$ cat src/rtl/tri_phase_nco.sv
module tri_phase_nco #(
  parameter int unsigned REF_HZ = 500_000_000,
  parameter int unsigned ACC_W  = 48,
  parameter int unsigned FREQ_W = 28,
  parameter int unsigned DEG_W  = 9,
  parameter int unsigned NCH    = 3
) (
  input  logic                   clk,
  input  logic                   rst_n,
  input  logic                   load,
  input  logic [FREQ_W-1:0]      freq_hz,
  input  logic [NCH*DEG_W-1:0]   deg_in,
  output logic                   busy,
  output logic [ACC_W-1:0]       phase,
  output logic [NCH-1:0]         ch_clk
);
  localparam int unsigned XW    = (FREQ_W > DEG_W) ? FREQ_W : DEG_W;
  localparam int unsigned STEPS = XW + ACC_W;
  localparam int unsigned LAT   = (NCH + 1) * STEPS;
  localparam int unsigned RW    = $clog2(REF_HZ + 1);
  localparam int unsigned CW    = $clog2(STEPS);
  localparam int unsigned PW    = $clog2(NCH + 1);
  localparam int unsigned TURN  = 360;
  localparam logic [RW-1:0]    REF_DIV  = RW'(REF_HZ);
  localparam logic [RW-1:0]    TURN_DIV = RW'(TURN);
  localparam logic [ACC_W-1:0] REF_HALF  = ACC_W'(REF_HZ / 2);
  localparam logic [ACC_W-1:0] TURN_HALF = ACC_W'(TURN / 2);

  logic [PW-1:0]        pass_q;
  logic [CW-1:0]        cnt_q;
  logic [RW-1:0]        rem_q;
  logic [STEPS-1:0]     dvd_q;
  logic [ACC_W-1:0]     quo_q;
  logic [NCH*DEG_W-1:0] deg_q;
  logic [ACC_W-1:0]     res_q [NCH];
  logic [ACC_W-1:0]     tune_q;
  logic [ACC_W-1:0]     off_q [NCH];

  logic [RW-1:0]    divisor;
  logic [RW:0]      trial;
  logic             take;
  logic [RW-1:0]    rem_nx;
  logic [ACC_W-1:0] quo_nx;
  logic [DEG_W-1:0] next_deg;

  assign divisor  = (pass_q == '0) ? REF_DIV : TURN_DIV;
  assign trial    = {rem_q, dvd_q[STEPS-1]};
  assign take     = trial >= {1'b0, divisor};
  assign rem_nx   = take ? RW'(trial - {1'b0, divisor}) : trial[RW-1:0];
  assign quo_nx   = {quo_q[ACC_W-2:0], take};
  assign next_deg = deg_q[pass_q*DEG_W +: DEG_W];

  always_ff @(posedge clk or negedge rst_n) begin
    if (!rst_n) begin
      busy   <= 1'b0;
      pass_q <= '0;
      cnt_q  <= '0;
      rem_q  <= '0;
      dvd_q  <= '0;
      quo_q  <= '0;
      deg_q  <= '0;
      tune_q <= '0;
      phase  <= '0;
      for (int k = 0; k < NCH; k++) begin
        res_q[k] <= '0;
        off_q[k] <= '0;
      end
    end else begin
      phase <= phase + tune_q;
      if (!busy) begin
        if (load) begin
          busy   <= 1'b1;
          pass_q <= '0;
          cnt_q  <= '0;
          rem_q  <= '0;
          quo_q  <= '0;
          deg_q  <= deg_in;
          dvd_q  <= {XW'(freq_hz), REF_HALF};
        end
      end else begin
        rem_q <= rem_nx;
        quo_q <= quo_nx;
        dvd_q <= dvd_q << 1;
        cnt_q <= cnt_q + 1'b1;
        if (cnt_q == CW'(STEPS - 1)) begin
          cnt_q <= '0;
          rem_q <= '0;
          quo_q <= '0;
          if (pass_q == PW'(NCH)) begin
            busy   <= 1'b0;
            tune_q <= res_q[0];
            for (int k = 0; k < NCH - 1; k++) off_q[k] <= res_q[k+1];
            off_q[NCH-1] <= quo_nx;
          end else begin
            res_q[pass_q] <= quo_nx;
            pass_q        <= pass_q + 1'b1;
            dvd_q         <= {XW'(next_deg), TURN_HALF};
          end
        end
      end
    end
  end

  for (genvar k = 0; k < NCH; k++) begin : g_ch
    logic carry;
    assign carry     = phase[ACC_W-2:0] > ~off_q[k][ACC_W-2:0];
    assign ch_clk[k] = phase[ACC_W-1] ^ off_q[k][ACC_W-1] ^ carry;
  end
endmodule

$ cat config.mk
export PLATFORM = sky130hd
export DESIGN_NAME = tri_phase_nco
export DESIGN_NICKNAME = d
export VERILOG_FILES = /design/src/rtl/tri_phase_nco.sv
export SDC_FILE = /design/constraint.sdc
export NUM_CORES = 1
export LEC_CHECK = 0
export BUFFER_PORTS_ARGS = -buffer_cell sky130_fd_sc_hd__buf_2
export CELL_PAD_IN_SITES_DETAIL_PLACEMENT = 1
export CELL_PAD_IN_SITES_GLOBAL_PLACEMENT = 1
export CORE_MARGIN = 2
export CORE_UTILIZATION = 39
export CTS_BUF_LIST = sky130_fd_sc_hd__clkbuf_8
export DETAILED_ROUTE_END_ITERATION = 12
export MAX_ROUTING_LAYER = met4
export PLACE_DENSITY_LB_ADDON = 0.08
export SLEW_MARGIN = 20
export SYNTH_ARGS = -nofsm -noshare
export SYNTH_HDL_FRONTEND = slang
export SYNTH_SLANG_ARGS = --single-unit
$ cat constraint.sdc
create_clock -name clk -period 4.56 [get_ports clk]
set_input_delay 0.228 -clock clk [delete_from_list [all_inputs] [get_ports clk]]
set_output_delay 0.228 -clock clk [all_outputs]
set_load 0.02 [all_outputs]
# == Word level (Yosys, flattened, before mapping) ==
# Cells that the tools add are included.
# op_classes
n_addsub,4
mul,1
magnitude_cmp,6
eq_ne,4
shift,1
mux,26
bitwise_logic,12
n_reduce_logical,7
# op_table
operator,n
2-to-1 mux 76 bit,4
2-to-1 mux 29 bit,5
bitwise mux 144 bit,1
greater-than comparator 47 bit,3
2-to-1 mux 47 bit,3
inverter 47 bit,3
demux 48 bit (select 2 bit),1
adder 48 bit,1
2-to-1 mux 48 bit,1
>= comparator 30 x 29 -> 1 bit,1
subtractor 29 bit,1
indexed part select 27 x 7 -> 9 bit,1
2-to-1 mux 7 bit,3
AND reduction 3 bit,3
2-to-1 mux 2 bit,4
"adder 7 x 1 -> 7 bit, second input constant",1
"== test 7 bit, second input constant",1
"multiplier 2 x 4 -> 6 bit, second input constant",1
bitwise XOR 1 bit,6
2-to-1 mux 1 bit,4
">= comparator 3 bit, second input constant",1
"less-than comparator 3 x 1 -> 1 bit, second input constant",1
inverter 2 -> 3 bit,1
"adder 2 x 1 -> 2 bit, second input constant",1
other kinds (8),9
# word_totals
register_bits,573
out_inout_bits,52
word_cells,76

# == Depth between registers and ports, before layout ==
# Gate-level depths: netlist of the first run.
# logic_depth
word_depth,6
ltp_mapped,16

# == Least setup slack after synthesis of the first run ==
# Ideal clock, no wire load.
# synth_timing
path_type,flip-flop to flip-flop
startpoint,register pass_q[1]
endpoint,register rem_q[7]
setup_time_ns,0.126
arrival_time_ns,3.577
required_ns,4.434
setup_slack_ns,0.857
stages_incl_launch_ff,15
path_cell_list,dfrtp_1 -> buf_1 -> inv_1 -> ha_1 -> inv_1 -> ha_1 -> a21oi_1 -> nor3b_1 -> o31ai_1 -> a21oi_1 -> o31a_1 -> o21a_1 -> buf_6 -> nor3_1 -> a221o_1
# synth_between
elab_chain_cells,6
word_cells_on_any_way,7
classes_between,add/sub (1); order compare (1); mux (4); reduce/logical (1)
# synth_lines
element,line_no,source
from (decl),29,logic [PW-1:0] pass_q;
from (signal assigned),96,pass_q <= pass_q + 1'b1;
logical NOT 2 bit *,46,assign divisor = (pass_q == '0) ? REF_DIV : TURN_DIV;
2-to-1 mux 29 bit *,46,
subtractor 29 bit or >= comparator 30 x 29 -> 1 bit (tied branches),"49, 48",
2-to-1 mux 29 bit *,49,"assign rem_nx = take ? RW'(trial - {1'b0, divisor}) : trial[RW-1:0];"
2-to-1 mux 29 bit *,85,if (cnt_q == CW'(STEPS - 1)) begin
2-to-1 mux 29 bit *,70,if (!busy) begin
to (signal assigned),81,rem_q <= rem_nx;
to (decl),31,logic [RW-1:0] rem_q;
# Every way passes the cells marked *; elsewhere a longest branch is shown, timed or not.
# A chain may end at the register's enable or synchronous reset.

# == Final worst setup path of the first run ==
# layout_timing
startpoint,register pass_q[0]
endpoint,register rem_q[23]
# The elaborated chain is that of the path after synthesis.

==> flow_metrics.env, run 1 <==
export IMPL_hold_violations=0
export IMPL_ys_types=71
export IMPL_ys_warn_count=0
export IMPL_drt_total_wl_mm=72.75
export IMPL_start_kind="flip-flop"
export IMPL_worstSetupStartpoint="pass_q[0]"
export IMPL_drive_above_1_share_pct=17.26
export IMPL_syn_nets=2610
export IMPL_power_density_nw_per_um2=481.7
export IMPL_grt_pass1_wl_mm=119.0
export IMPL_maxCapViolCount=0
export IMPL_routedWlPerCell_um=20.41
export IMPL_die_h_um=272.8
export IMPL_yosys_top_cells_area="dfrtp_1, ha_1, mux2_1"
export IMPL_min_period_ns=4.139
export IMPL_worst_hold_slack_ns=0.1792
export IMPL_vias=19410
export IMPL_async_flop_share_pct=100.0
export IMPL_cts_buffers_inserted=101
export IMPL_via_per_inst=5.445
export IMPL_preCtsSetupSlack_ns=0.4086
export IMPL_core_area_sq_um=71490
export IMPL_syn_to_final_growth_pct=16.11
export IMPL_worstRegToRegCells=13
export IMPL_dp_hpwl_mm=49.39
export IMPL_die_width_um=272.8
export IMPL_die_area_sq_um=74420
export IMPL_place_inst=3320
export IMPL_postSynthAreaPerCell_sq_um=12.04
export IMPL_htree_levels=3
export IMPL_peakVddDrop_uv=331.8
export IMPL_grt_pass1_vias=21350
export IMPL_drcViolationCount=0
export IMPL_gp_congestion=0.8353
export IMPL_clk_path_buf_depth=3
export IMPL_cts_root_buffer="clkbuf_8"
export IMPL_grt_overflow=0
export IMPL_reg2reg_from="pass_q[0]"
export IMPL_max_slew_margin_rel_pct=32.44
export IMPL_finalSetupTns_ns=0
export IMPL_drt_iter0_drc=748
export IMPL_rsz0062_at_grt="false"
export IMPL_critPathCaptureType="flip-flop"
export IMPL_hp_class="in -> async"
export IMPL_cts_sinks=571
export IMPL_synth_seq_cells=571
export IMPL_synth_edf_count=0
export IMPL_finalNonFillerCells=3564
export IMPL_required_ns=5.15
export IMPL_netlist_area_sq_um=28180
export IMPL_setup_ws_ns=0.4210
export IMPL_cp_slowest_cell="o21a_1"
export IMPL_cp_arrival_ns=4.73
export IMPL_criticalPathCategory="reg -> reg"
export IMPL_nets=2801
export IMPL_ant_nets=0
export IMPL_setup_viol=0
export IMPL_yosysTopAreaCellShare_pct=50.71
export IMPL_fin_skew_ns=0.02709
export IMPL_post_route_util_pct=45.77
export IMPL_first_pass_iters=5
export IMPL_antenna_found_initial=1
export IMPL_grt_start_max_net_pins=103
export IMPL_finalMaxSlewViolations=0
export IMPL_cts_resized=0
export IMPL_fmax_mhz=241.6
export IMPL_start_util_pct=39.42
export IMPL_crit_fanout=13
export IMPL_post_route_period_util_pct=90.77
export IMPL_syn_inst=2341
export IMPL_tightestPinTransition_ns=1.011
export IMPL_yosysTopAreaCell="dfrtp_1"
export IMPL_clk_latency_ns=0.69
export IMPL_pin_count=110
export IMPL_status="completed"
export IMPL_ys_seq_area_share_pct=50.71
export IMPL_cts_tree="yes"
export IMPL_p_leak_uw=0.01748
export IMPL_rows=98
export IMPL_grtUsageTotal_pct=20.65
export IMPL_slowest_delay_ns=0.51
export IMPL_clk_pin_slew_ns=0.06
export IMPL_portBuffers=109
export IMPL_critical_path_cell_chain="inv_1 -> ha_1 -> inv_1 -> ha_1 -> a21oi_1 -> nor3b_1 -> o31ai_1 -> a21oi_1 -> o31a_1 -> o21a_1 -> buf_4 -> a32oi_1 -> o21ai_1"
export IMPL_ys_flop_type="dfrtp_1"
-- final timing paths --
path | end | slack (ns)
max in group asynchronous | deg_q[2] | 3.17
min in group clk | busy | 0.26
hold reg to reg | off_q[118] | 0.48
setup / recovery | rem_q[23] | 0.42
setup reg to reg | rem_q[23] | 0.42
hold / removal | off_q[124] | 0.18
-- metal layers --
metal  up-vias  share of wire [%]  GRT usage, %
met5         -                  0             -
met4         0                2.9         6.478
met3       138                3.2         3.682
met2       250                 48         33.54
met1      9956                 46         26.24
li1       9063                  -             -
-- state kept, by name (all words and copies together) (netlist names) --
| register | cells |
|---|---|
| dvd_q | 74 |
| res_q | 144 |
| deg_q | 27 |
| phase | 48 |
| busy | 1 |
| tune_q | 48 |
| rem_q | 29 |
| pass_q | 2 |
| cnt_q | 7 |
| quo_q | 47 |
| off_q | 144 |
-- critical path, delay by kind of cell, from the launching register on --
kind	cells	cell delay, ns
AO/OA/AOI/OAI	7	1.79
adder cells (fa/ha/maj)	2	0.66
AND/OR/NAND/NOR	1	0.43
flip-flops	1	0.34
buffers and inverters	3	0.81
-- power breakdown --
group / leakage, uW / internal [uW] / switching, uW
combinational: 0.00856 / 1760 / 1990
sequential: 0.00767 / 6020 / 951
clock: 0.00124 / 2850 / 2180
-- per-stage QoR --
step	area, sq um	total power [uW]
6_report	32720	15760
2_1_floorplan	28180	9532
3_5_place_dp	29940	10820
4_1_cts	32720	16020
5_1_grt	32720	16810
3_3_place_gp	29910	10630
-- logic make-up (layout without fill, tap and decap cells) --
group                      Yosys count  count (layout)  share of synthesized area [%]
muxes                              407             407                          16.05
xor gates and xnor gates            58              58                          1.803
and+or+nand+nor                    405             405                          7.046
DFF                                571             571                          50.71
buffers and inverters              151             423                          2.105
other                                0               1                              0
adders and majority gates          211             211                          9.395
AOI/OAI and AO/OA                  538             538                          12.90
-- cells in the mapped netlist (all sizes together) (4+ instances only) --
master	n
or4	4
xor2	20
nor2	87
a21oi	129
and3	8
nor2b	19
and2	4
or3	5
mux2i	49
nand3	47
xnor2	38
o21a	12
a211oi	9
buf	44
o211ai	24
dfrtp	571
ha	210
a31oi	9
o31ai	8
o21ai	112
nand4	45
inv	33
a221oi	4
a32oi	6
nor3	19
a21o	82
a221o	4
a211o	13
nand3b	4
nor4	13
o21bai	8
mux2	358
or2	9
nor4b	6
nand2	118
clkbuf	74
a22o	80
nand2b	9
-- cell usage in the layout (no fill, tap or decap), types with 9 or more instances in the layout --
| cell | n |
|---|---|
| a211o_1 | 13 |
| clkinv_2 | 12 |
| xor2_1 | 20 |
| mux2_1 | 233 |
| dfrtp_1 | 570 |
| a211oi_1 | 9 |
| ha_1 | 210 |
| nand2b_1 | 9 |
| a21o_1 | 82 |
| mux2i_1 | 49 |
| o211ai_1 | 24 |
| nand3_1 | 44 |
| o21ai_0 | 75 |
| nor3_1 | 19 |
| nand4_1 | 45 |
| xnor2_1 | 38 |
| nor2b_1 | 18 |
| o21ai_1 | 36 |
| nor2_1 | 84 |
| nand2_1 | 118 |
| clkbuf_8 | 138 |
| buf_12 | 10 |
| o21a_1 | 12 |
| a22o_1 | 80 |
| a21oi_1 | 129 |
| buf_4 | 28 |
| a31oi_1 | 9 |
| dlygate4sd3_1 | 59 |
| nor4_1 | 11 |
| inv_1 | 61 |
| mux2_2 | 125 |
| buf_2 | 108 |
-- layout make-up --
| class | count | area [sq um] |
|---|---|---|
| repair buffers | 206 | 1556 |
| clock inverters | 46 | 282.8 |
| fillers | 7511 | 38770 |
| diodes | 1 | 2.502 |
| inverters | 33 | 123.9 |
| well taps | 950 | 1189 |
| clock buffers | 138 | 1899 |
| flip-flops and latches | 571 | 14290 |
| multi-input cells | 1619 | 13380 |
-- repair_timing --
action,in CTS,in global routing
buffers inserted,0,0
endpoints found under the hold margin,146,0
hold buffers,59,0
No activity file was read; power rests on OpenSTA's default activity.
==> run 2, diff against run 1 <==
--- a/config.mk
+++ b/config.mk
@@ -5,6 +5,7 @@
 export SDC_FILE = /design/constraint.sdc
 export NUM_CORES = 1
 export LEC_CHECK = 0
+export ABC_AREA = 1
 export BUFFER_PORTS_ARGS = -buffer_cell sky130_fd_sc_hd__buf_2
 export CELL_PAD_IN_SITES_DETAIL_PLACEMENT = 1
 export CELL_PAD_IN_SITES_GLOBAL_PLACEMENT = 1
==> run 2 against run 1 <==
Effect of this change:
- clock power about the same
- power is 17% higher
- clock skew is 0.026 ns higher
- area after synthesis grew 4.9%
- worst setup slack improved by 0.15 ns
- sequential share of layout area shrank 1.4 points
- via count up 29%
- first-iteration DRC count grew 65%
- design area increased by 3.4%
- die area rose by 4.9%
- critical endpoint is now ch_clk[1]
==> flow_metrics.env, run 2 <==
export IMPL_status="completed"
export IMPL_netlist_area_sq_um=29570
export IMPL_synth_seq_cells=571
export IMPL_ys_flop_type="dfrtp_1"
export IMPL_critPathCaptureType="primary output"
export IMPL_antenna_found_initial=1
export IMPL_drive_above_1_share_pct=7.998
export IMPL_crit_family="simple AND/OR/NAND/NOR gates"
export IMPL_die_width_um=279.3
export IMPL_dp_hpwl_mm=67.57
export IMPL_global_route_usage_met3_pct=3.620
export IMPL_power_density_nw_per_um2=544.6
export IMPL_dpl_instance_area_sq_um=31030
export IMPL_post_cts_setup_buffers=0
export IMPL_use_met2_pct=44.60
export IMPL_nFillCells=8937
export IMPL_crit_fanout=5
export IMPL_final_area_sq_um=33820
export IMPL_drcViolationCount=0
export IMPL_grt_pass1_vias=27300
export IMPL_via_per_inst=5.166
export IMPL_yosysTopAreaCell="dfrtp_1"
export IMPL_grt_start_max_net_pins=135
export IMPL_htree_levels=3
export IMPL_layout_top_registers="off_q x144, res_q x144, dvd_q x74"
export IMPL_p_seq_share_pct=40.6
export IMPL_finalMaxSlewViolations=0
export IMPL_top_usage_layer="met2"
export IMPL_fin_skew_ns=0.05322
export IMPL_min_period_ns=3.986
export IMPL_grtUsageMet1_pct=31.05
export IMPL_first_pass_iters=5
export IMPL_multi_input_area_sq_um=13510
export IMPL_ys_seq_area_share_pct=48.32
export IMPL_fmax_mhz=250.9
export IMPL_routedWlPerCell_um=19.49
export IMPL_path_buf_inv=1
export IMPL_ys_warn_count=0
export IMPL_yosysTopAreaCellShare_pct=48.32
export IMPL_cts_root_buffer="clkbuf_8"
export IMPL_grt_overflow=0
export IMPL_rows=100
export IMPL_internal_power_uw=11280
export IMPL_rsz0062_at_grt="false"
export IMPL_yosys_top_cells_area="dfrtp_1, nand2_1, ha_1"
export IMPL_cts_buffers_inserted=106
export IMPL_ant_nets=0
export IMPL_core_area_sq_um=74700
export IMPL_start_util_pct=39.58
export IMPL_place_inst=4598
export IMPL_combPwrFrac_pct=32.1
export IMPL_switching_share_pct=38.75
export IMPL_syn_inst=3623
export IMPL_max_slew_margin_rel_pct=33.55
export IMPL_pin_count=110
export IMPL_hold_violations=0
export IMPL_cts_sinks=571
export IMPL_finalSetupTns_ns=0
export IMPL_ff_latch_area_sq_um=14290
export IMPL_ys_top_cells_by_count="nand2_1, dfrtp_1, inv_1, o21ai_0, ha_1"
export IMPL_final_cell_mix="nand2_1, dfrtp_1, inv_1, o21ai_0, ha_1"
export IMPL_clkPwrFrac_pct=27.3
export IMPL_postSynthAreaPerCell_sq_um=8.161
export IMPL_async_flop_share_pct=100.0
export IMPL_cp_arrival_ns=3.76
export IMPL_critical_path_cell_chain="ha_1 -> nand2_1 -> nor2_1 -> nand4_1 -> nor3_1 -> nand2_1 -> nand3_1 -> nand3_1 -> nand2_1 -> buf_2"
export IMPL_syn_to_final_growth_pct=14.39
export IMPL_cp_slowest_cell="nor2_1"
export IMPL_setup_viol=0
export IMPL_gp_congestion=0.8904
export IMPL_post_route_period_util_pct=87.41
export IMPL_grt_pass1_wl_mm=152.0
export IMPL_tightestPinTransition_ns=0.9953
export IMPL_drt_iter0_drc=1236
export IMPL_cts_tree="yes"
export IMPL_hp_class="in -> reg"
export IMPL_synth_edf_count=0
export IMPL_die_h_um=279.3
export IMPL_p_leak_uw=0.01803
export IMPL_clk_pin_slew_ns=0.06
export IMPL_maxCapViolCount=0
export IMPL_clk_latency_ns=0.73
export IMPL_peakVddDrop_uv=346.3
export IMPL_clk_path_buf_depth=3
export IMPL_nets=4068
export IMPL_criticalPathCategory="reg -> out"
export IMPL_drt_total_wl_mm=94.45
export IMPL_ys_types=47
export IMPL_path_common_cell="nand2_1"
export IMPL_vias=25040
export IMPL_synth_most_common_cell="nand2_1"
export IMPL_start_kind="flip-flop"
export IMPL_slowest_delay_ns=0.68
export IMPL_final_common_cell="nand2_1"
export IMPL_portBuffers=109
export IMPL_grtUsageTotal_pct=25.50
export IMPL_power_switching_uw=7139
export IMPL_finalNonFillerCells=4847
export IMPL_die_area_sq_um=78030
export IMPL_syn_nets=3892
export IMPL_worst_hold_slack_ns=0.1077
export IMPL_required_ns=4.33
==> run 2: cell types whose count changed in the layout (fill, tap and decap cells not counted), sizes merged, moves of 28 or more <==
cell and delta:
nor2 +120, a32o +28, mux2i -49, nand3 +96, a21o -78, mux2 -358
o22ai +68, a22o -79, nand2 +1162, inv +287, o21ai +204, a21oi +42
==> run 2: final timing paths <==
path | startpoint | end | slack (ns) | cells past startpoint
min in group asynchronous | rst_n | deg_q[13] | 0.14 | 2
max reg2reg | pass_q[0] | rem_q[7] | 0.61 | 16
min reg2reg | res_q[72] | off_q[120] | 0.46 | 2
max in group asynchronous | rst_n | phase[29] | 3.04 | 3
max | phase[34] | ch_clk[1] | 0.57 | 10
min | load | deg_q[22] | 0.11 | 5
==> run 2: cells by family (layout without fill, tap and decap cells) <==
kind of cell / after synthesis / after routing / share of synthesized area [%]
XOR/XNOR: 47 / 47 / 1.392
other: 0 / 2 / 0
adder cells (fa/ha/maj): 211 / 211 / 8.954
AND/OR/NAND/NOR: 1715 / 1715 / 23.26
flip-flops: 571 / 571 / 48.32
buffers and inverters: 444 / 697 / 6.068
AO/OA/AOI/OAI: 635 / 635 / 12.00
==> run 2: timing repair <==
item                       in CTS  in global routing
setup endpoints to repair       0                  0
hold endpoints to repair      147                  0
gates resized for setup         0                  0
hold buffers                   62                  0
==> run 2: cell type report <==
class                   instances  area share (%)
well taps                     969           3.584
flip-flops and latches        571           42.24
clock inverters                54           1.058
clock buffers                 131           5.331
diodes                          2         0.01480
multi-input cells            2608           39.93
inverters                     316           3.533
repair buffers                196           4.302
==> run 2: worst reg2reg max path, delay by kind of cell (launching register included) <==
kind,cells,cell delay [ns]
AO/OA/AOI/OAI,1,0.08
adder cells (fa/ha/maj),2,0.94
buffers and inverters,3,1.00
flip-flops,1,0.52
AND/OR/NAND/NOR,10,1.23
==> run 2: power by group through the flow <==
stage / Clock (uW) / Sequential (uW) / Combinational [uW]
5_1_grt: 5450 / 7660 / 6840
3_5_place_dp: 0 / 7560 / 5900
4_1_cts: 5210 / 7490 / 6000
6_report: 5030 / 7480 / 5910
2_1_floorplan: 0 / 7280 / 4040
3_3_place_gp: 0 / 7500 / 5680
==> run 2: metal layers <==
layer  wire length [um]  up-vias
met1              41710    12360
met5                  0        -
met3               2901      133
met4               2054        0
met2              47780      315
li1                   -    12240
==> run 2: per-stage QoR <==
stage | setup WS [ns] | util (%) | power, uW
after floorplan | 1.613 | - | 11320
after global placement | 0.7033 | 41.55 | 13180
after detailed placement | 0.5625 | 41.55 | 13460
after CTS | 0.3870 | 45.27 | 18690
after global routing | 0.05587 | 45.28 | 19950
final | 0.5741 | 45.28 | 18420
